[src/rtl/race_pkg.sv]
package race_pkg;

  // Edge events found in the synchronised samples
  typedef struct packed {
    logic refFall;
    logic refRise;
    logic leftRise;
    logic rightRise;
  } raceEdges_t;

  // Strobes from the control to the datapath
  typedef struct packed {
    logic arm;
    logic takeLeft;
    logic takeRight;
  } raceStrobes_t;

  typedef enum logic [1:0] {
    ST_IDLE  = 2'd0,
    ST_ARMED = 2'd1,
    ST_DONE  = 2'd2
  } raceState_t;

  localparam int LINE_COUNT = 3;
  localparam int LINE_REF   = 0;
  localparam int LINE_LEFT  = 1;
  localparam int LINE_RIGHT = 2;

endpackage

[src/rtl/race_sync.sv]
module race_sync #(
  parameter int STAGES = 2,
  parameter int WIDTH  = 3
) (
  input  logic             clk,
  input  logic             rst,
  input  logic [WIDTH-1:0] asyncIn,
  output logic [WIDTH-1:0] syncOut
);

  logic [WIDTH-1:0] chain [STAGES];

  generate
    for (genvar s = 0; s < STAGES; s++) begin : g_stage
      if (s == 0) begin : g_first
        always_ff @(posedge clk) begin
          if (rst) chain[0] <= '0;
          else     chain[0] <= asyncIn;
        end
      end else begin : g_next
        always_ff @(posedge clk) begin
          if (rst) chain[s] <= '0;
          else     chain[s] <= chain[s-1];
        end
      end
    end
  endgenerate

  assign syncOut = chain[STAGES-1];

endmodule

[src/rtl/race_datapath.sv]
module race_datapath
  import race_pkg::*;
#(
  parameter int SYNC_STAGES = 2
) (
  input  logic         clk,
  input  logic         rst,
  input  logic         refIn,
  input  logic         leftIn,
  input  logic         rightIn,
  input  raceStrobes_t strobes,
  output raceEdges_t   edges,
  output logic         winner,
  output logic         winnerValid
);

  logic [LINE_COUNT-1:0] rawLines;
  logic [LINE_COUNT-1:0] syncLines;
  logic [LINE_COUNT-1:0] prevLines;
  logic [LINE_COUNT-1:0] riseLines;
  logic [LINE_COUNT-1:0] fallLines;
  logic winnerQ;
  logic validQ;

  assign rawLines[LINE_REF]   = refIn;
  assign rawLines[LINE_LEFT]  = leftIn;
  assign rawLines[LINE_RIGHT] = rightIn;

  race_sync #(.STAGES(SYNC_STAGES), .WIDTH(LINE_COUNT)) i_sync (
    .clk    (clk),
    .rst    (rst),
    .asyncIn(rawLines),
    .syncOut(syncLines)
  );

  always_ff @(posedge clk) begin
    if (rst) prevLines <= '0;
    else     prevLines <= syncLines;
  end

  generate
    for (genvar i = 0; i < LINE_COUNT; i++) begin : g_edge
      assign riseLines[i] = syncLines[i] & ~prevLines[i];
      assign fallLines[i] = ~syncLines[i] & prevLines[i];
    end
  endgenerate

  assign edges.refFall   = fallLines[LINE_REF];
  assign edges.refRise   = riseLines[LINE_REF];
  assign edges.leftRise  = riseLines[LINE_LEFT];
  assign edges.rightRise = riseLines[LINE_RIGHT];

  // Result register: only changes on a capture strobe
  always_ff @(posedge clk) begin
    if (rst) begin
      winnerQ <= 1'b0;
    end else if (strobes.takeLeft) begin
      winnerQ <= 1'b0;
    end else if (strobes.takeRight) begin
      winnerQ <= 1'b1;
    end
  end

  // Freshness flag: cleared on arming, set on capture
  always_ff @(posedge clk) begin
    if (rst) begin
      validQ <= 1'b0;
    end else if (strobes.arm) begin
      validQ <= 1'b0;
    end else if (strobes.takeLeft || strobes.takeRight) begin
      validQ <= 1'b1;
    end
  end

  assign winner      = winnerQ;
  assign winnerValid = validQ;

endmodule

[src/rtl/race_control.sv]
module race_control
  import race_pkg::*;
(
  input  logic         clk,
  input  logic         rst,
  input  raceEdges_t   edges,
  output raceStrobes_t strobes,
  output logic         armed
);

  raceState_t stateQ;
  raceState_t stateD;

  always_comb begin
    stateD  = stateQ;
    strobes = '0;
    if (edges.refFall) begin
      // A new race starts; contender edges in this sample are not counted
      strobes.arm = 1'b1;
      stateD      = ST_ARMED;
    end else if (stateQ == ST_ARMED) begin
      if (edges.refRise) begin
        stateD = ST_IDLE;
      end else if (edges.leftRise) begin
        // left has priority on a tie
        strobes.takeLeft = 1'b1;
        stateD           = ST_DONE;
      end else if (edges.rightRise) begin
        strobes.takeRight = 1'b1;
        stateD            = ST_DONE;
      end
    end
  end

  always_ff @(posedge clk) begin
    if (rst) stateQ <= ST_IDLE;
    else     stateQ <= stateD;
  end

  assign armed = (stateQ == ST_ARMED);

endmodule

[src/rtl/race_arbiter.sv]
module race_arbiter
  import race_pkg::*;
#(
  parameter int SYNC_STAGES = 2
) (
  input  logic clk,
  input  logic rst,
  input  logic refIn,
  input  logic leftIn,
  input  logic rightIn,
  output logic winner,
  output logic winnerValid
);

  raceEdges_t   edges;
  raceStrobes_t strobes;
  logic         armed;

  race_datapath #(.SYNC_STAGES(SYNC_STAGES)) i_datapath (
    .clk        (clk),
    .rst        (rst),
    .refIn      (refIn),
    .leftIn     (leftIn),
    .rightIn    (rightIn),
    .strobes    (strobes),
    .edges      (edges),
    .winner     (winner),
    .winnerValid(winnerValid)
  );

  race_control i_control (
    .clk    (clk),
    .rst    (rst),
    .edges  (edges),
    .strobes(strobes),
    .armed  (armed)
  );

endmodule

[config.mk]
export PLATFORM = sky130hd
export DESIGN_NAME = race_arbiter
export DESIGN_NICKNAME = d
export VERILOG_FILES = /design/src/rtl/race_pkg.sv /design/src/rtl/race_sync.sv /design/src/rtl/race_datapath.sv /design/src/rtl/race_control.sv /design/src/rtl/race_arbiter.sv
export SDC_FILE = /design/constraint.sdc
export NUM_CORES = 1
export LEC_CHECK = 0
export ABC_CLOCK_PERIOD_IN_PS = 1200
export BUFFER_PORTS_ARGS = -buffer_cell sky130_fd_sc_hd__buf_2
export CAP_MARGIN = 20
export CORE_AREA = 2 2 39 41
export CTS_CLUSTER_DIAMETER = 80
export DETAILED_ROUTE_END_ITERATION = 7
export DIE_AREA = 0 0 41 43
export GPL_ROUTABILITY_DRIVEN = 0
export PLACE_DENSITY_LB_ADDON = 0.12
export SLEW_MARGIN = 15
export SYNTH_ARGS = -nofsm -noshare
export SYNTH_HDL_FRONTEND = slang
export SYNTH_HIERARCHICAL = 1
export SYNTH_SLANG_ARGS = --single-unit
[constraint.sdc]
create_clock -name clk -period 1.2 [get_ports clk]
set_input_delay 0.12 -clock clk [delete_from_list [all_inputs] [get_ports clk]]
set_output_delay 0.12 -clock clk [all_outputs]
set_load 0.01 [all_outputs]
Word-level counts from Yosys, hierarchy flattened. Memories as Yosys holds them, arrays and structs flattened. Index checks and enable logic that the tools add are counted.

Add/subtract/negate cells: 0. Multiply operators: 0. Div/mod/pow operators: 0. Magnitude comparators: 0. Eq/ne operators: 1. Shifts and indexed selects: 0. Multiplexer cells: 17. Bitwise gates (word level): 10. Reduce and logical (&&, ||, !) cells: 9.

Operators by type and width (number): 2-to-1 mux 2 bit (6); 2-to-1 mux 1 bit (9); 2-to-1 mux 3 bit (2); OR reduction 2 bit (3); AND 1 bit (4); NOT 1 bit (4); AND reduction 2 bit (2); nonzero test 4 bit (1); nonzero test 3 bit (1); == test 2 x 1 -> 1 bit, second input constant (1); bitwise OR 1 bit (2); nonzero test 2 bit (1); logical OR 1 bit (1).

Flip-flop bits (word level): 7. Latch bits: 0. Bits in writable memories: 6. Bits in read-only memories: 0. Word-level logic and storage cells: 43. Memories kept: 1.

Memories: i_datapath.i_sync.chain (depth 2, width 3, rd ports 2, clocked after memory_dff 0, write ports 2, line race_sync.sv:11) `logic [WIDTH-1:0] chain [STAGES];`.

Logic depth before layout (Yosys ltp). Gate-level depths: netlist of the first run.

Word-level depth: 8. Mapped depth: 5. Gate-level depth less buffers: 5.

Hierarchy. The synthesis of the first run kept the hierarchy.

Modules (own cells, without submodules): race_datapath (instances 1, cells each 16, area each 162.7 um^2); race_sync (instances 1, cells each 12, area each 157.7 um^2); race_control (instances 1, cells each 15, area each 125.1 um^2).

Least setup slack after synthesis of the first run. Ideal clock, no wire load.

Path type: register -> register. From: mem i_datapath.i_sync.chain[1][0]. To: reg i_datapath.validQ (netlist: i_datapath/winnerValid). Arrival: 1061 ps. Setup slack: 62 ps. Cell stages (with the launch flop): 6. Buffers on the path: 0. Clock period less this slack: 1138 ps. Cells stage by stage: dfxtp_1 > nor2b_1 > nand2b_4 > nor4b_1 > nor3_1 > nor3_1.

RTL lines: start, declared (line race_sync.sv:11); end signal, assigned (line race_datapath.sv:67) `validQ <= 1'b0;`; end signal, assigned (line race_datapath.sv:69) `validQ <= 1'b0;`; end signal, assigned (line race_datapath.sv:71) `validQ <= 1'b1;`; end, declared (line race_datapath.sv:23) `logic validQ;`.

==> impl_summary.md, run 1 <==
Die
The area of the die is 1760 um^2. The die outline height is 43 um. The site row count is 14.

The starting density of the core is 31.7%. In this run the count of I/O pins placed on the die edge is 7. The die width is 41 um. The floorplan step defined a core boundary enclosing between 1000 and 1500 um^2.

CTS
The CTS root buffer is clkbuf_4. Clock-pin slew was measured on the worst setup and hold paths at 80 ps. TritonCTS created 3 clock buffers. The clock sink count is 13. The clock tree buffer depth is 2. CTS built an H-tree with a depth of 1.

For the worst-skew pair, the clock arrives at the later sink with an insertion delay of 270 ps. TritonCTS built the clock tree.

Timing
The number of hold violations in the final report is 0. For the pin with the worst max-slew slack, the measured transition is 333 ps. Setup repair after global routing could not meet its margin everywhere. The worst path setup slack after routing is -6.56 ps. On the final layout, the worst clock skew is 3.30 ps. The final-report setup violation count is 1. Dividing the final minimum period by the clock period gives 101%.

The worst pin sits at a relative slew slack of 77.7%. The final period demand of the worst path is around 1200 ps. The max-slew violation total from the final report is 0. Derived from the worst setup path, the maximum achievable clock frequency is slightly above 0.8 GHz.

Critical path
The critical path startpoint category is a register. The path depth of the worst reg2reg path is 5. The required time reported for the critical path endpoint is 1390 ps.

By startpoint and endpoint, the worst setup path is classified as register to register. The worst register-to-register path ends at i_datapath/winner. The worst-path maximum fanout is 4. The reg-to-reg critical path startpoint is i_datapath/i_sync/chain[1][0]. The worst endpoint data arrival time is 1400 ps. The minimum setup slack among reg-to-reg paths is -7 ps. The kind of end point of the critical path is a register.

Finish
The non-filler instance count after layout is 68. Cells with a size suffix above 1 make up 32.7% of the layout. In the final design database the tool counted 58 nets. The total area of multi-input combinational cells is 209 um^2. Once layout is done, the placed cells without fillers occupy about 550 um^2. The total area of sequential cells is 262 um^2. The repair_antennas step left the layout with diodes totalling 0. Compared with the post-synthesis result, the final layout area differs by 26.2%. Fill cells in the final layout number 149.

Routing
The detailed-routing iteration count for the pre-antenna-repair pass is 4. In the routed design, unresolved DRC markers number 0. Dividing the detail-routed via count by the number of cells gives around 4.6. In this run the remaining antenna-violating nets after routing total 0. Summed over all layers, the routed wires come to 703 um. The detailed-route via count is 312. The detailed router finished its first iteration with 10 violations. The average wire per standard cell is 10.3 um.

Global route
The pin count of the biggest net entering global routing is 14. The via count of the first global-routing pass is about 300. The total global-route track usage is between 10% and 20%.

The total global routing overflow is 0. The first global-routing pass estimated 1.17 mm of wire. The initial antenna violation count was 0.

Logic synthesis
The net count after synthesis is between 40 and 50. The synthesized area per cell is 10.5 um^2. Counting every instance in the synthesized netlist gives 42.

The number of warnings printed during yosys synthesis is 6. After synthesis the cells add up to ~440 um^2.

Hold path
The path with the worst hold slack has its endpoint at i_datapath/i_sync/chain[0][1]. The worst hold path begins at leftIn. The number of cells on the worst hold path is 2. The path class of the tightest hold or removal check is input port to register.

Placed design
Detailed placement finished with a half-perimeter wire length of ~450 um. The cell count after placement is 63. Timing analysis after detailed placement gives a worst setup slack of -36.6 ps. In this run the tool buffered the top-level ports with 6 buffer cells.

The placed cell area is around 480 um^2.

Power and ir drop
The static leakage power is 0.000210 uW. For this design the ratio of total power to cell area is 1360 nW/um^2. Across the VDD grid, the largest voltage drop is ~490 uV.

Run status
The final reports fail on setup timing. The flow ran to the end, but the final reports show violations.

Job
Max-cap violations in this run came to 0.
## power by group
part	leakage (uW)	switching [uW]	internal [uW]
Combinational	0.0000883	20.0	22.5
Clock	0.0000150	133	129
Sequential	0.000107	5.75	445
Total	0.000210	159	596
## placed cells by master, fill, tap and decap left out
master / n
nor2b_1: 10
nor4_4: 1
buf_2: 6
nand2b_1: 1
buf_4: 1
nor4b_4: 1
nor2b_2: 3
o21a_1: 1
clkbuf_1: 1
dfxtp_2: 1
a21oi_1: 1
nand2b_4: 1
nor2_1: 5
nor3_1: 3
clkbuf_4: 3
dfxtp_1: 12
o31a_1: 1
## state kept, by name (all words and copies together) (netlist names)
signal,cells
i_control/stateQ,2
i_datapath/winnerValid,1
i_datapath/prevLines,3
i_datapath/i_sync/chain,6
i_datapath/winner,1
## final cells by class
type	instances	area share, %
multi-input combinational	28	37.7
clock buffer	4	4.74
tap	16	3.61
timing repair buffer	7	6.77
sequential	13	47.2
## what timing repair did
item | in CTS | in global routing
pin swaps | 0 | 1
gates cloned | 0 | 0
gates resized for setup | 2 | 6
hold buffers | 0 | 0
buffers inserted | 0 | 1
setup endpoints to repair | 2 | 2
## metrics by stage
step	util (%)	power [uW]	TNS [ps]	hold WS, ps
detailed placement	34.8	496	-40.2	335
CTS	37.6	761	0	44.9
global route	40.1	795	-143	56.9
floorplan	-	482	0	192
finish	40.1	755	-6.56	55.8
global placement	34.8	494	0	332
## critical path, cell delays in order, from the launching register on
cell	delay, ps
dfxtp_2	330
nor2b_1	130
nand2b_4	170
nor4_4	250
nor2_1	70
nor3_1	180
## worst max-delay path by stage
stage | start | to | slack (ps) | cells past startpoint
global route | i_datapath/i_sync/chain[1][0] | i_datapath/winnerValid | -70 | 5
floorplan | i_datapath/i_sync/chain[1][0] | i_datapath/winnerValid | 60 | 5
CTS | i_datapath/i_sync/chain[1][0] | i_datapath/winnerValid | 20 | 5
finish | i_datapath/i_sync/chain[1][0] | i_datapath/winner | -7 | 5
global placement | i_datapath/i_sync/chain[1][0] | i_datapath/winnerValid | 20 | 5
detailed placement | i_datapath/i_sync/chain[1][0] | i_datapath/winnerValid | -40 | 5
## layer usage
| layer | up-vias | track usage, % | part of all wire, % |
|---|---|---|---|
| li1 | 157 | - | - |
| met1 | 148 | 11.5 | 44 |
| met2 | 5 | 14.1 | 52 |
| met3 | 2 | 4.71 | 3.6 |
| met4 | 0 | 10.0 | 0.57 |
| met5 | - | 0 | 0 |
(Power assumes the default switching activity.)
==> inputs of run 2 (changes only) <==
- ABC_AREA: default -> 1
- BUFFER_PORTS_ARGS: -buffer_cell sky130_fd_sc_hd__buf_2 -> default
- CORE_AREA: 2 2 39 41 -> 2 2 41 43
- DIE_AREA: 0 0 41 43 -> 0 0 43 45
- DONT_BUFFER_PORTS: default -> 1
==> impl_summary.md, run 2 <==
Power and ir drop
The analysis attributes to cell leakage a power of around 0.00026 uW. The worst-case IR drop observed on VDD is roughly 950 uV. The total power per unit cell area is 1320 nW/um^2.

Timing
Summed over all failing endpoints, the final setup total negative slack is 0 ps. Clock skew on the completed layout was measured at around 2.8 ps. The final period demand of the worst path is 1100 ps. The max-slew violation total from the final report is 0. For the pin with the worst max-slew slack, the measured transition is 492 ps.

The worst path setup slack after routing is 101 ps. In the finished design, the share of the clock period the worst path needs comes to between 90 and 100%. Setup violations remaining at the end of the flow were counted as 0. The number of hold violations in the final report was 0.

The worst-case headroom to the max-slew limit is ~67%. Based on the critical path, the design can be clocked at up to 0.910 GHz.

Routing
The average vias per placed instance is 3.99. In this run, the number of DRC markers left after iteration 0 of detailed routing was 4. For this block, the routed nets add up to 701 um of wire. The number of nets with antenna violations after detailed routing is 0.

The detailed-route via count is between 300 and 400. The first detailed-routing pass ran for 4 iterations. The average wire per standard cell is 8.06 um. In the routed design, unresolved DRC markers number 0.

Finish
Compared with the post-synthesis result, the final layout area differs by 20.9%. Cells with a size suffix above 1 make up 15.5% of the layout. The most common cell after layout, fill and taps aside is inv_1. The final layout contains 77 nets. The total area of multi-input combinational cells is 153 um^2. The register with the most flip-flops in the layout has 6 of them. The post-route core utilization is 39.3%. Counting flops per register, the top entry is i_datapath/i_sync/chain.

The sequential cells in the finished layout cover a total of 260 um^2. The filler cell count is 164. The finished layout holds 87 standard cells, fillers aside.

The number of antenna diodes in the final layout is 0. The top cell types in the final layout, fill and taps aside, are 18 x inv_1, 14 x nor2_1, 13 x dfxtp_1. The largest registers in the layout are i_datapath/i_sync/chain: 6 flops, i_datapath/prevLines: 3 flops, i_control/stateQ: 2 flops. The final instance area is roughly 580 um^2.

CTS
The number of clock buffers added by TritonCTS is 3. For this design, the sink count on the clock tree is 13. The number of H-tree branching levels is 1. Counting along the longest clock path gives a buffer depth of 2. The CTS tree is yes. The tree is rooted in a clkbuf_4. The source-to-sink clock delay at the later pin of the worst-skew pair is approximately 270 ps.

The clock-pin slew on the worst setup and hold paths is ~80 ps. The post-CTS setup repair buffer count is 0.

Global route
Global routing consumed, over all layers together, 8.87% of the routing resources. The total global routing overflow is 0. The initial antenna violation count was 0. The first global-routing pass estimated around 1.1 mm of wire. Entering global routing, the biggest net connects 14 pins. The via count of the first global-routing pass is 285.

Die
The site row count is 14. The area of the die is 1940 um^2. The die outline height is 45 um.

The die width is around 43 um. The I/O pin count is 7. The starting density of the core is 32.5%. The core region is 1470 um^2.

Critical path
The critical path is of the register to register type. For the worst setup path, the data required time is 1370 ps. The kind of end point of the critical path is a register. The critical path startpoint category is a register. For the worst setup path, the data arrival time is 1270 ps. The worst-path maximum fanout is 4.

Placed design
Before CTS, the worst setup slack after placement is 55.0 ps. The half-perimeter wire length after detailed placement is 450 um. The number of buffer cells added on primary ports is 0. The cell count after placement is just under 80.

The placed cell area is 498 um^2.

Logic synthesis
The number of warnings printed during yosys synthesis is 6. Counting every net in the synthesized netlist gives 68. A synthesized cell averages roughly 7.6 um^2. In this run the cell area of the synthesized design comes to about 480 um^2. After technology mapping, the gate count stands at 63.

Hold path
The path class of the tightest hold or removal check is register to register.

Job
Across the run, the number of max-cap violations was 0.

Run status
The flow ran to the end, and the final reports show no timing, DRC or antenna violations.
==> run 2: final cells by class <==
type / instances / area share (%)
Tap cell: 16 / 3.46
Timing Repair Buffer: 5 / 8.23
Multi-Input combinational cell: 30 / 26.4
Inverter: 19 / 12.3
Sequential cell: 13 / 45.0
Clock buffer: 4 / 4.55
==> run 2: timing repair <==
| item | 4_1_cts | 5_1_grt |
|---|---|---|
| hold buffers | 4 | 0 |
| setup endpoints to repair | 0 | 2 |
| hold endpoints to repair | 13 | 0 |
| gates resized for setup | 0 | 3 |
==> run 2: power by group <==
part / internal (uW) / switching, uW / total (uW)
Sequential: 445 / 4.46 / 449
Clock: 129 / 134 / 262
Combinational: 24.2 / 30.3 / 54.5
Total: 597 / 168 / 766
==> run 2: layer usage <==
| layer | share of wire [%] | wire length, um | track usage, % | vias up |
|---|---|---|---|---|
| met5 | 0 | 0 | 0 | - |
| met4 | 0 | 0 | 5.45 | 0 |
| met3 | 6.1 | 43 | 7.60 | 0 |
| met2 | 47 | 329 | 12.4 | 8 |
| met1 | 47 | 328 | 8.91 | 146 |
| li1 | - | - | - | 193 |
==> run 2: through the flow <==
step | power [uW] | hold WS (ps)
2_1_floorplan | 490 | 182
3_3_place_gp | 495 | 185
3_5_place_dp | 495 | 185
4_1_cts | 780 | 406
5_1_grt | 817 | 413
6_report | 766 | 404
==> run 2: worst paths after layout <==
kind,start,slack (ps),cells after the start,endpoint
setup reg to reg,i_datapath/prevLines[0],100,7,i_datapath/winnerValid
hold / removal,i_datapath/i_sync/chain[0][1],400,2,i_datapath/i_sync/chain[1][1]
hold reg to reg,i_datapath/i_sync/chain[0][1],400,2,i_datapath/i_sync/chain[1][1]
setup / recovery,i_datapath/prevLines[0],100,7,i_datapath/winnerValid
==> run 2: worst max-delay path: stages (launching register included) <==
cell	delay (ps)
dfxtp_1	330
inv_1	40
nor2_1	220
nor2_2	80
inv_1	110
nor4_2	50
nor2_1	110
a21oi_1	60
